--- src/rtl/scp_pkg.sv ---
package scp_pkg;
  typedef enum logic [1:0] {
    MODE_MASTER  = 2'd0,
    MODE_SLAVE   = 2'd1,
    MODE_GENLOCK = 2'd2,
    MODE_SPARE   = 2'd3
  } scp_mode_e;

  localparam int unsigned REG_FREQ  = 0;
  localparam int unsigned REG_START = 1;
  localparam int unsigned REG_STEP  = 2;
  localparam int unsigned REG_BURST = 3;
  localparam int unsigned REG_VIDEO = 4;
  localparam int unsigned NUM_REGS  = 5;
endpackage

--- src/rtl/scp_shadow_regs.sv ---
module scp_shadow_regs
  import scp_pkg::*;
#(
  parameter int unsigned ACC_W  = 32,
  parameter int unsigned ADDR_W = 3
) (
  input  logic              clk,
  input  logic              rst,
  input  logic              cfg_we,
  input  logic [ADDR_W-1:0] cfg_addr,
  input  logic [ACC_W-1:0]  cfg_wdata,
  input  logic              hs_commit,
  input  logic              genlock,
  input  logic              gl_load_eff,
  input  logic [ACC_W-1:0]  gl_freq,
  output logic [ACC_W-1:0]  freq_act,
  output logic [ACC_W-1:0]  start_act,
  output logic [ACC_W-1:0]  start_next,
  output logic [ACC_W-1:0]  step_act,
  output logic [ACC_W-1:0]  burst_off,
  output logic [ACC_W-1:0]  video_off
);

  for (genvar g = 0; g < NUM_REGS; g++) begin : g_reg
    logic [ACC_W-1:0] pend_q;
    logic [ACC_W-1:0] act_q;

    always_ff @(posedge clk) begin
      if (rst)
        pend_q <= '0;
      else if (cfg_we && (cfg_addr == ADDR_W'(g)))
        pend_q <= cfg_wdata;
    end

    if (g == REG_FREQ) begin : g_freq
      // increment is owned by the genlock loads while in genlock mode
      always_ff @(posedge clk) begin
        if (rst)
          act_q <= '0;
        else if (gl_load_eff)
          act_q <= gl_freq;
        else if (hs_commit && !genlock)
          act_q <= pend_q;
      end
    end else begin : g_plain
      always_ff @(posedge clk) begin
        if (rst)
          act_q <= '0;
        else if (hs_commit)
          act_q <= pend_q;
      end
    end
  end

  assign freq_act   = g_reg[REG_FREQ].act_q;
  assign start_act  = g_reg[REG_START].act_q;
  assign step_act   = g_reg[REG_STEP].act_q;
  assign burst_off  = g_reg[REG_BURST].act_q;
  assign video_off  = g_reg[REG_VIDEO].act_q;
  // start phase as it stands after a commit in this cycle
  assign start_next = hs_commit ? g_reg[REG_START].pend_q : g_reg[REG_START].act_q;

  // active increment only moves at a sync strobe or genlock load
  a_r4_freq_hold: assert property (@(posedge clk) disable iff (rst)
    !(hs_commit || gl_load_eff) |=> $stable(freq_act));

  // genlock load takes the supplied increment
  a_r8_gl_freq: assert property (@(posedge clk) disable iff (rst)
    gl_load_eff |=> freq_act == $past(gl_freq));

endmodule

--- src/rtl/scp_phase_acc.sv ---
module scp_phase_acc #(
  parameter int unsigned ACC_W = 32
) (
  input  logic             clk,
  input  logic             rst,
  input  logic             pix_en,
  input  logic             hs,
  input  logic             realign,
  input  logic             seq_reset,
  input  logic             gl_load_eff,
  input  logic [ACC_W-1:0] gl_phase,
  input  logic [ACC_W-1:0] freq_act,
  input  logic [ACC_W-1:0] step_act,
  input  logic [ACC_W-1:0] start_act,
  input  logic [ACC_W-1:0] start_next,
  output logic [ACC_W-1:0] acc_q,
  output logic             upd_q
);

  logic [ACC_W-1:0] inc;
  logic [ACC_W-1:0] acc_d;

  always_comb begin
    inc = (pix_en ? freq_act : '0) + (hs ? step_act : '0);
    if (gl_load_eff)
      acc_d = gl_phase;
    else if (seq_reset)
      acc_d = start_act;
    else if (realign)
      acc_d = start_next;
    else
      acc_d = acc_q + inc;
  end

  always_ff @(posedge clk) begin
    if (rst) begin
      acc_q <= '0;
      upd_q <= 1'b0;
    end else begin
      acc_q <= acc_d;
      upd_q <= pix_en;
    end
  end

  // no event, no movement
  a_r2_hold: assert property (@(posedge clk) disable iff (rst)
    !(pix_en || hs || seq_reset || gl_load_eff) |=> $stable(acc_q));

  // plain enabled step advances by the active increment
  a_r2_advance: assert property (@(posedge clk) disable iff (rst)
    (pix_en && !hs && !seq_reset && !gl_load_eff)
    |=> acc_q == $past(acc_q) + $past(freq_act));

  // first-field sync realignment
  a_r5_realign: assert property (@(posedge clk) disable iff (rst)
    (realign && !seq_reset && !gl_load_eff) |=> acc_q == $past(start_next));

  // forced sequence reset
  a_r7_seq_reset: assert property (@(posedge clk) disable iff (rst)
    (seq_reset && !gl_load_eff) |=> acc_q == $past(start_act));

  // genlock phase load
  a_r8_gl_phase: assert property (@(posedge clk) disable iff (rst)
    gl_load_eff |=> acc_q == $past(gl_phase));

endmodule

--- src/rtl/scp_phase_out.sv ---
module scp_phase_out #(
  parameter int unsigned ACC_W = 32,
  parameter int unsigned OUT_W = 12
) (
  input  logic             clk,
  input  logic             rst,
  input  logic [ACC_W-1:0] acc,
  input  logic             upd,
  input  logic [ACC_W-1:0] burst_off,
  input  logic [ACC_W-1:0] video_off,
  output logic [OUT_W-1:0] burst_phase,
  output logic [OUT_W-1:0] video_phase,
  output logic             valid
);

  localparam int unsigned LSB = ACC_W - OUT_W;

  logic [OUT_W-1:0] burst_d;
  logic [OUT_W-1:0] video_d;

  assign burst_d = OUT_W'((acc + burst_off) >> LSB);
  assign video_d = OUT_W'((acc + video_off) >> LSB);

  always_ff @(posedge clk) begin
    if (rst) begin
      burst_phase <= '0;
      video_phase <= '0;
      valid       <= 1'b0;
    end else begin
      burst_phase <= burst_d;
      video_phase <= video_d;
      valid       <= upd;
    end
  end

  // with equal offsets both words coincide one cycle later
  a_r3_equal_offsets: assert property (@(posedge clk) disable iff (rst)
    (burst_off == video_off) |=> burst_phase == video_phase);

endmodule

--- src/rtl/subcarrier_phase_gen.sv ---
module subcarrier_phase_gen
  import scp_pkg::*;
#(
  parameter int unsigned ACC_W   = 32,
  parameter int unsigned OUT_W   = 12,
  parameter int unsigned ADDR_W  = 3,
  parameter int unsigned FIELD_W = 3
) (
  input  logic               clk,
  input  logic               rst,
  input  logic               pix_en,
  input  logic               hsync_fall,
  input  logic [FIELD_W-1:0] field_idx,
  input  logic [1:0]         mode,
  input  logic               seq_reset,
  input  logic               cfg_we,
  input  logic [ADDR_W-1:0]  cfg_addr,
  input  logic [ACC_W-1:0]   cfg_wdata,
  input  logic               gl_load,
  input  logic [ACC_W-1:0]   gl_phase,
  input  logic [ACC_W-1:0]   gl_freq,
  output logic [OUT_W-1:0]   burst_phase,
  output logic [OUT_W-1:0]   video_phase,
  output logic               phase_valid
);

  scp_mode_e        mode_e;
  logic             genlock;
  logic             gl_load_eff;
  logic             realign;
  logic [ACC_W-1:0] freq_act, start_act, start_next, step_act, burst_off, video_off;
  logic [ACC_W-1:0] acc_q;
  logic             upd_q;

  assign mode_e      = scp_mode_e'(mode);
  assign genlock     = (mode_e == MODE_GENLOCK);
  assign gl_load_eff = genlock && gl_load;
  assign realign     = !genlock && hsync_fall && (field_idx == '0);

  scp_shadow_regs #(.ACC_W(ACC_W), .ADDR_W(ADDR_W)) u_regs (
    .clk        (clk),
    .rst        (rst),
    .cfg_we     (cfg_we),
    .cfg_addr   (cfg_addr),
    .cfg_wdata  (cfg_wdata),
    .hs_commit  (hsync_fall),
    .genlock    (genlock),
    .gl_load_eff(gl_load_eff),
    .gl_freq    (gl_freq),
    .freq_act   (freq_act),
    .start_act  (start_act),
    .start_next (start_next),
    .step_act   (step_act),
    .burst_off  (burst_off),
    .video_off  (video_off)
  );

  scp_phase_acc #(.ACC_W(ACC_W)) u_acc (
    .clk        (clk),
    .rst        (rst),
    .pix_en     (pix_en),
    .hs         (hsync_fall),
    .realign    (realign),
    .seq_reset  (seq_reset),
    .gl_load_eff(gl_load_eff),
    .gl_phase   (gl_phase),
    .freq_act   (freq_act),
    .step_act   (step_act),
    .start_act  (start_act),
    .start_next (start_next),
    .acc_q      (acc_q),
    .upd_q      (upd_q)
  );

  scp_phase_out #(.ACC_W(ACC_W), .OUT_W(OUT_W)) u_out (
    .clk        (clk),
    .rst        (rst),
    .acc        (acc_q),
    .upd        (upd_q),
    .burst_off  (burst_off),
    .video_off  (video_off),
    .burst_phase(burst_phase),
    .video_phase(video_phase),
    .valid      (phase_valid)
  );

  // valid trails the enable by two registers
  a_r3_valid_latency: assert property (@(posedge clk) disable iff (rst)
    phase_valid |-> $past(pix_en, 2));

  // reset clears the flag on the next edge
  a_r1_reset_valid: assert property (@(posedge clk)
    rst |=> !phase_valid);

endmodule

--- config.mk ---
export PLATFORM = sky130hd
export DESIGN_NAME = subcarrier_phase_gen
export DESIGN_NICKNAME = d
export VERILOG_FILES = /design/src/rtl/scp_pkg.sv /design/src/rtl/scp_shadow_regs.sv /design/src/rtl/scp_phase_acc.sv /design/src/rtl/scp_phase_out.sv /design/src/rtl/subcarrier_phase_gen.sv
export SDC_FILE = /design/constraint.sdc
export NUM_CORES = 1
export LEC_CHECK = 0
export ABC_AREA = 1
export CAP_MARGIN = 20
export CORE_MARGIN = 5
export CORE_UTILIZATION = 45
export DETAILED_ROUTE_END_ITERATION = 8
export SLEW_MARGIN = 40
export SYNTH_ARGS = -nofsm -noshare
export SYNTH_HDL_FRONTEND = slang
export SYNTH_HIERARCHICAL = 1
export SYNTH_SLANG_ARGS = --single-unit
--- constraint.sdc ---
create_clock -name clk -period 5.03 [get_ports clk]
set_input_delay 0.503 -clock clk [delete_from_list [all_inputs] [get_ports clk]]
set_output_delay 0.503 -clock clk [all_outputs]
set_load 0.005 [all_outputs]
# Word-level counts from Yosys, hierarchy flattened
# Cells that the tools add are included.
[totals]
reg_bits = 378
latchBits = 0
ram_bits = 0
romBits = 0
input_bits = 111
output_inout_bits = 25
wordCells = 44
mem_count = 0
[op_classes]
addsub = 4
mul = 0
div = 0
magnitude_cmp = 0
n_eq_ne = 5
n_shift = 0
mux = 8
bitwise_logic = 0
n_reduce_logical = 12
[op_table]
columns = ["operator", "n"]
rows = [
  ["32-bit 2-to-1 mux", 8],
  ["32-bit adder", 4],
  ["1-bit logical AND", 8],
  ["3-bit by 2-bit == test with 1-bit output, second input constant", 2],
  ["3-bit zero test", 2],
  ["3-bit by 1-bit == test with 1-bit output, second input constant", 1],
  ["3-bit == test, second input constant", 1],
  ["2-bit == test, second input constant", 1],
  ["2-bit nonzero test", 1],
  ["1-bit zero test", 1],
]

# Logic depth before layout (Yosys ltp)
[logic_depth]
word_depth = 7
mapped_depth = 21
mapped_depth_nobuf = 19

# By module
# Netlist, hierarchy kept.
[modules_own_cells]
columns = ["module", "n_inst", "cells_each", "area_each_um2", "seq_area_each_um2"]
rows = [
  ["scp_shadow_regs", 1, 1764, 12485.7, 6406.1],
  ["scp_phase_acc", 1, 870, 5167.5, 660.6],
  ["scp_phase_out", 1, 1000, 5084.9, 500.5],
  ["subcarrier_phase_gen", 1, 10, 45.0, 0.0],
]

# Worst setup path before layout
# OpenSTA, ideal clock, no wires.
[synth_timing]
kind = "in2reg"
from = "input port pix_en"
to = "register u_acc.acc_q[31]"
arrival_time_ps = 2824
slack_ps = 2084
cell_stages = 20
n_path_buf = 2
path_cell_list = "buf_2 > clkbuf_1 > nand2_1 > inv_1 > fa_1 > ha_1 > inv_1 > fa_1 > inv_1 > nand3_1 > nand3_2 > nand2_1 > nand2_1 > nand2_1 > nand2_2 > nand2_2 > nand3_1 > nand3_1 > nand2_1 > a21oi_2"
[synth_via]
elab_chain_cells = 6
[synth_rtl]
columns = ["item", "line", "text"]
rows = [
  ["start: declaration", "subcarrier_phase_gen.sv:11", "input logic pix_en,"],
  ["32-bit 2-to-1 mux", "scp_phase_acc.sv:24", "inc = (pix_en ? freq_act : '0) + (hs ? step_act : '0);"],
  ["32-bit adder", "scp_phase_acc.sv:24", ""],
  ["32-bit adder", "scp_phase_acc.sv:32", "acc_d = acc_q + inc;"],
  ["32-bit 2-to-1 mux", "scp_phase_acc.sv:29", "else if (realign)"],
  ["32-bit 2-to-1 mux", "scp_phase_acc.sv:27", "else if (seq_reset)"],
  ["32-bit 2-to-1 mux", "scp_phase_acc.sv:25", "if (gl_load_eff)"],
  ["end signal: assignment", "scp_phase_acc.sv:37", "acc_q <= '0;"],
  ["end signal: assignment", "scp_phase_acc.sv:40", "acc_q <= acc_d;"],
  ["end: declaration", "scp_phase_acc.sv:16", "output logic [ACC_W-1:0] acc_q,"],
]
# No other way between the ends.
# A chain may end at the register's enable or synchronous reset.

# Worst setup path in the final report
[layout_timing]
from = "input port pix_en"
to = "register u_acc.acc_q[30]"
# The elaborated chain is that of the path after synthesis.

==> results by group <==
Outcome
  • Status: complete, no violations

Routing
  • Vias per cell: 5.24
  • Drt pass-1 iters: 5
  • DRC errors left: 0
  • Antenna-violating nets left: 0
  • Routed WL: 87300 um
  • Avg WL per Cell: slightly below 20 um
  • Vias: 23000
  • Iteration-0 DRC Markers: around 2600

Placed design
  • Post-DP HPWL: 65900 um
  • Dpl cells: 4319
  • GP Congestion: 0.995
  • Placed cell areas: 24400 sq um
  • Number of port buffers: 135

Power and ir drop
  • Sw power: 0.00226 W
  • Sw Ratio: 0.292
  • Pwr/cell area: 299 nW/um^2
  • VDD IR max: roughly 250 uV
  • Clock share of power: 0.419
  • Leak: 13.4 nW
  • Sequential Power Share: 0.426
  • Combinational fraction of design power: 0.155
  • Pint: 0.00548 W
  • Power, Total: 0.00774 W

STA
  • Unrepaired setup endpoints after global routing: no
  • Final hold vios: 0
  • Clk_skew: 0.0188 ns
  • Fin crit period: 3.69 ns
  • Maximum clock rate: around 0.27 GHz
  • Fin crit share: 0.734
  • Slew of the pin with the lowest slew margin: around 0.85 ns
  • Relative slew slack: 0.432
  • Max Slew Vio Count: 0
  • Count of final setup violators: 0
  • Setup tns final: 0 ns

Finish
  • Non-Filler Instances: 4397
  • Area grow syn2layout: 13.7%
  • Layout cell share with drive strength beyond 1: 0.0596
  • Fillers: 5127
  • Nets: between 3000 and 4000
  • Post-route cell area: 25900 sq um

Worst setup path
  • Kind of start point of the critical path: primary input
  • Req. time, crit path: 5.54 ns
  • Max FO, Critical Path: 21
  • CP cell instances: clkdlybuf4s50_1 > buf_12 > nand2_1 > inv_1 > fa_1 > ha_1 > a21oi_1 > nand2_1 > a21oi_2 > nand2_2 > nand2_1 > nand2_1 > nand2_1 > nand3_1 > nand2_1 > nand2_1 > a21oi_1
  • CP peak stage delay: roughly 0.94 ns
  • Most used cell, CP: nand2_1
  • Arrival @ worst endpoint: 4.21 ns
  • Setup crit end kind: register
  • Worst Setup Path Type: in -> reg
  • Crit-path slowest cell: clkdlybuf4s50_1

Synthesis
  • Leading area contributor after synthesis: dfxtp_1
  • Most common cell in the netlist: nand2_1
  • Syn Inst Count: about 3600
  • Syn nets: about 3900
  • Netlist cell types: 42
  • Largest cells by area after synthesis: dfxtp_1 33%, nand2_1 18%, nor2_1 12%, inv_1 7.1%, nand3_1 5.5%
  • Synthesized area: 22800 sq um
  • Synth top area share: 0.332
  • Yosys warns: 6
  • Seq cells post-synth: ~380
  • Post-synthesis sequential area ratio: 0.332
  • Post-synth ARST share: 0
  • Synth top cells by count: 1072 x nand2_1, 706 x nor2_1, 431 x inv_1
  • Post-Syn Area per Cell: 6.25 sq um
  • Top_reg_cell synth: dfxtp_1
  • Post-synth EDFFs: 0

Floorplanning
  • Die W: 235 um
  • Top Ports: 136
  • Std-Cell Core Area: 50200 sq um
  • Die height: roughly 240 um
  • Full die area: 55200 sq um
  • Starting Density: 0.454
  • # rows: slightly above 80

CTS
  • Setup bufs post-CTS: 0
  • CTS root buf: clkbuf_16
  • Sink Count: 378
  • CTS resizes: 0
  • CTS H-tree lvls: 2
  • CTS buffer count: 43
  • Hold_buf cts: 0
  • CTS tree: yes
  • Clk slew on worst S/H paths: 0.06 ns
  • Clk_lat worst skew: between 0.5 and 0.6 ns
  • Clock Path Buffers: 3

GRT
  • All-Layer GR Usage: 0.304
  • Largest net degree at the start of global routing: 144
  • GRT overflow: 0
  • Vias in the first global route: 20800
  • Initial antenna violation count: 7
  • First-pass GRT wire length: roughly 130000 um

Run
  • Max-cap violations: 0

Worst hold path
  • Hold WC Path Type: in -> reg
logic make-up (layout without fill, tap and decap cells):
kind of cell	count (synthesis)	in the layout	share of synthesized area
AOI/OAI and AO/OA	352	352	0.0816
xor gates and xnor gates	15	15	0.00577
adders and majority gates	122	122	0.0775
buffers and inverters	602	681	0.109
DFF	378	378	0.332
other	0	2	0
and+or+nand+nor	2175	2175	0.394
final timing paths:
path	startpoint	end	slack, ns	cells past startpoint
max	pix_en	u_acc/acc_q[30]	1.34	17
min	rst	u_regs/start_act[20]	0.42	2
max reg2reg	u_acc/acc_q[0]	u_acc/acc_q[29]	1.99	17
min reg2reg	u_acc/upd_q	u_out/valid	0.44	2
power groups by stage:
stage	clock, W	sequential [W]	combinational (W)
floorplan	0	0.00326	0.000769
global placement	0	0.00336	0.00117
detailed placement	0	0.00336	0.00117
CTS	0.00330	0.00329	0.00118
global route	0.00342	0.00330	0.00132
finish	0.00324	0.00330	0.00120
area by class of cell:
cell class | count | area (sq um) | share of cell area
Tap cell | 672 | 841 | 0.0324
Inverter | 445 | 1680 | 0.0648
Timing Repair Buffer | 163 | 1650 | 0.0635
Antenna cell | 2 | 5.00 | 0.000193
Clock buffer | 58 | 1190 | 0.0461
Multi-Input combinational cell | 2664 | 12800 | 0.492
Clock inverter | 15 | 221 | 0.00855
Sequential cell | 378 | 7570 | 0.292
state kept, by name (all words and copies together), names as in the netlist:
name	flops
u_regs/burst_off	32
u_out/valid	1
u_acc/upd_q	1
u_out/burst_phase	12
u_regs/step_act	32
u_regs/g.pend_q	160
u_regs/video_off	32
u_acc/acc_q	32
u_regs/freq_act	32
u_regs/start_act	32
u_out/video_phase	12
metal layers:
metal / GRT usage / share of wire / wire [um] / vias to the layer above
met5: 0 / 0.00046 / 40 / -
met1: 0.468 / 0.48 / 41600 / 10600
met3: 0.0584 / 0.089 / 7770 / 140
li1: - / - / - / 11400
met4: 0.101 / 0.039 / 3430 / 4
met2: 0.423 / 0.39 / 34400 / 971
layout by cell type (no fill, tap or decap), drive strengths merged:
| master | n |
|---|---|
| diode | 2 |
| nor4 | 1 |
| clkbuf | 58 |
| a21oi | 187 |
| and2 | 2 |
| clkdlybuf4s50 | 133 |
| o211ai | 8 |
| nand2 | 1108 |
| xor2 | 5 |
| and3 | 2 |
| bufinv | 5 |
| nor3 | 21 |
| clkinvlp | 1 |
| o21bai | 11 |
| nand3 | 258 |
| or2 | 11 |
| a21o | 2 |
| nand4 | 14 |
| dfxtp | 378 |
| fa | 32 |
| buf | 30 |
| clkinv | 12 |
| ha | 90 |
| nor2 | 737 |
| o21ai | 144 |
| xnor2 | 10 |
| inv | 442 |
| nand3b | 21 |
through the flow:
| step | setup slack [ns] | utilization | hold WS [ns] |
|---|---|---|---|
| final | 1.34 | 0.517 | 0.423 |
| after global routing | 1.17 | 0.516 | 0.428 |
| after CTS | 1.39 | 0.515 | 0.400 |
| after detailed placement | 0.791 | 0.487 | 0.427 |
| after global placement | 0.815 | 0.486 | 0.432 |
| after floorplan | 2.08 | - | 0.388 |
worst max-delay path, delay by kind of cell:
| family | cells | cell delay [ns] |
|---|---|---|
| buffers and inverters | 3 | 1.28 |
| AOI/OAI and AO/OA | 3 | 0.58 |
| and+or+nand+nor | 9 | 1.00 |
| adders and majority gates | 2 | 0.80 |
Note: power is estimated with default switching activity, not from simulation.
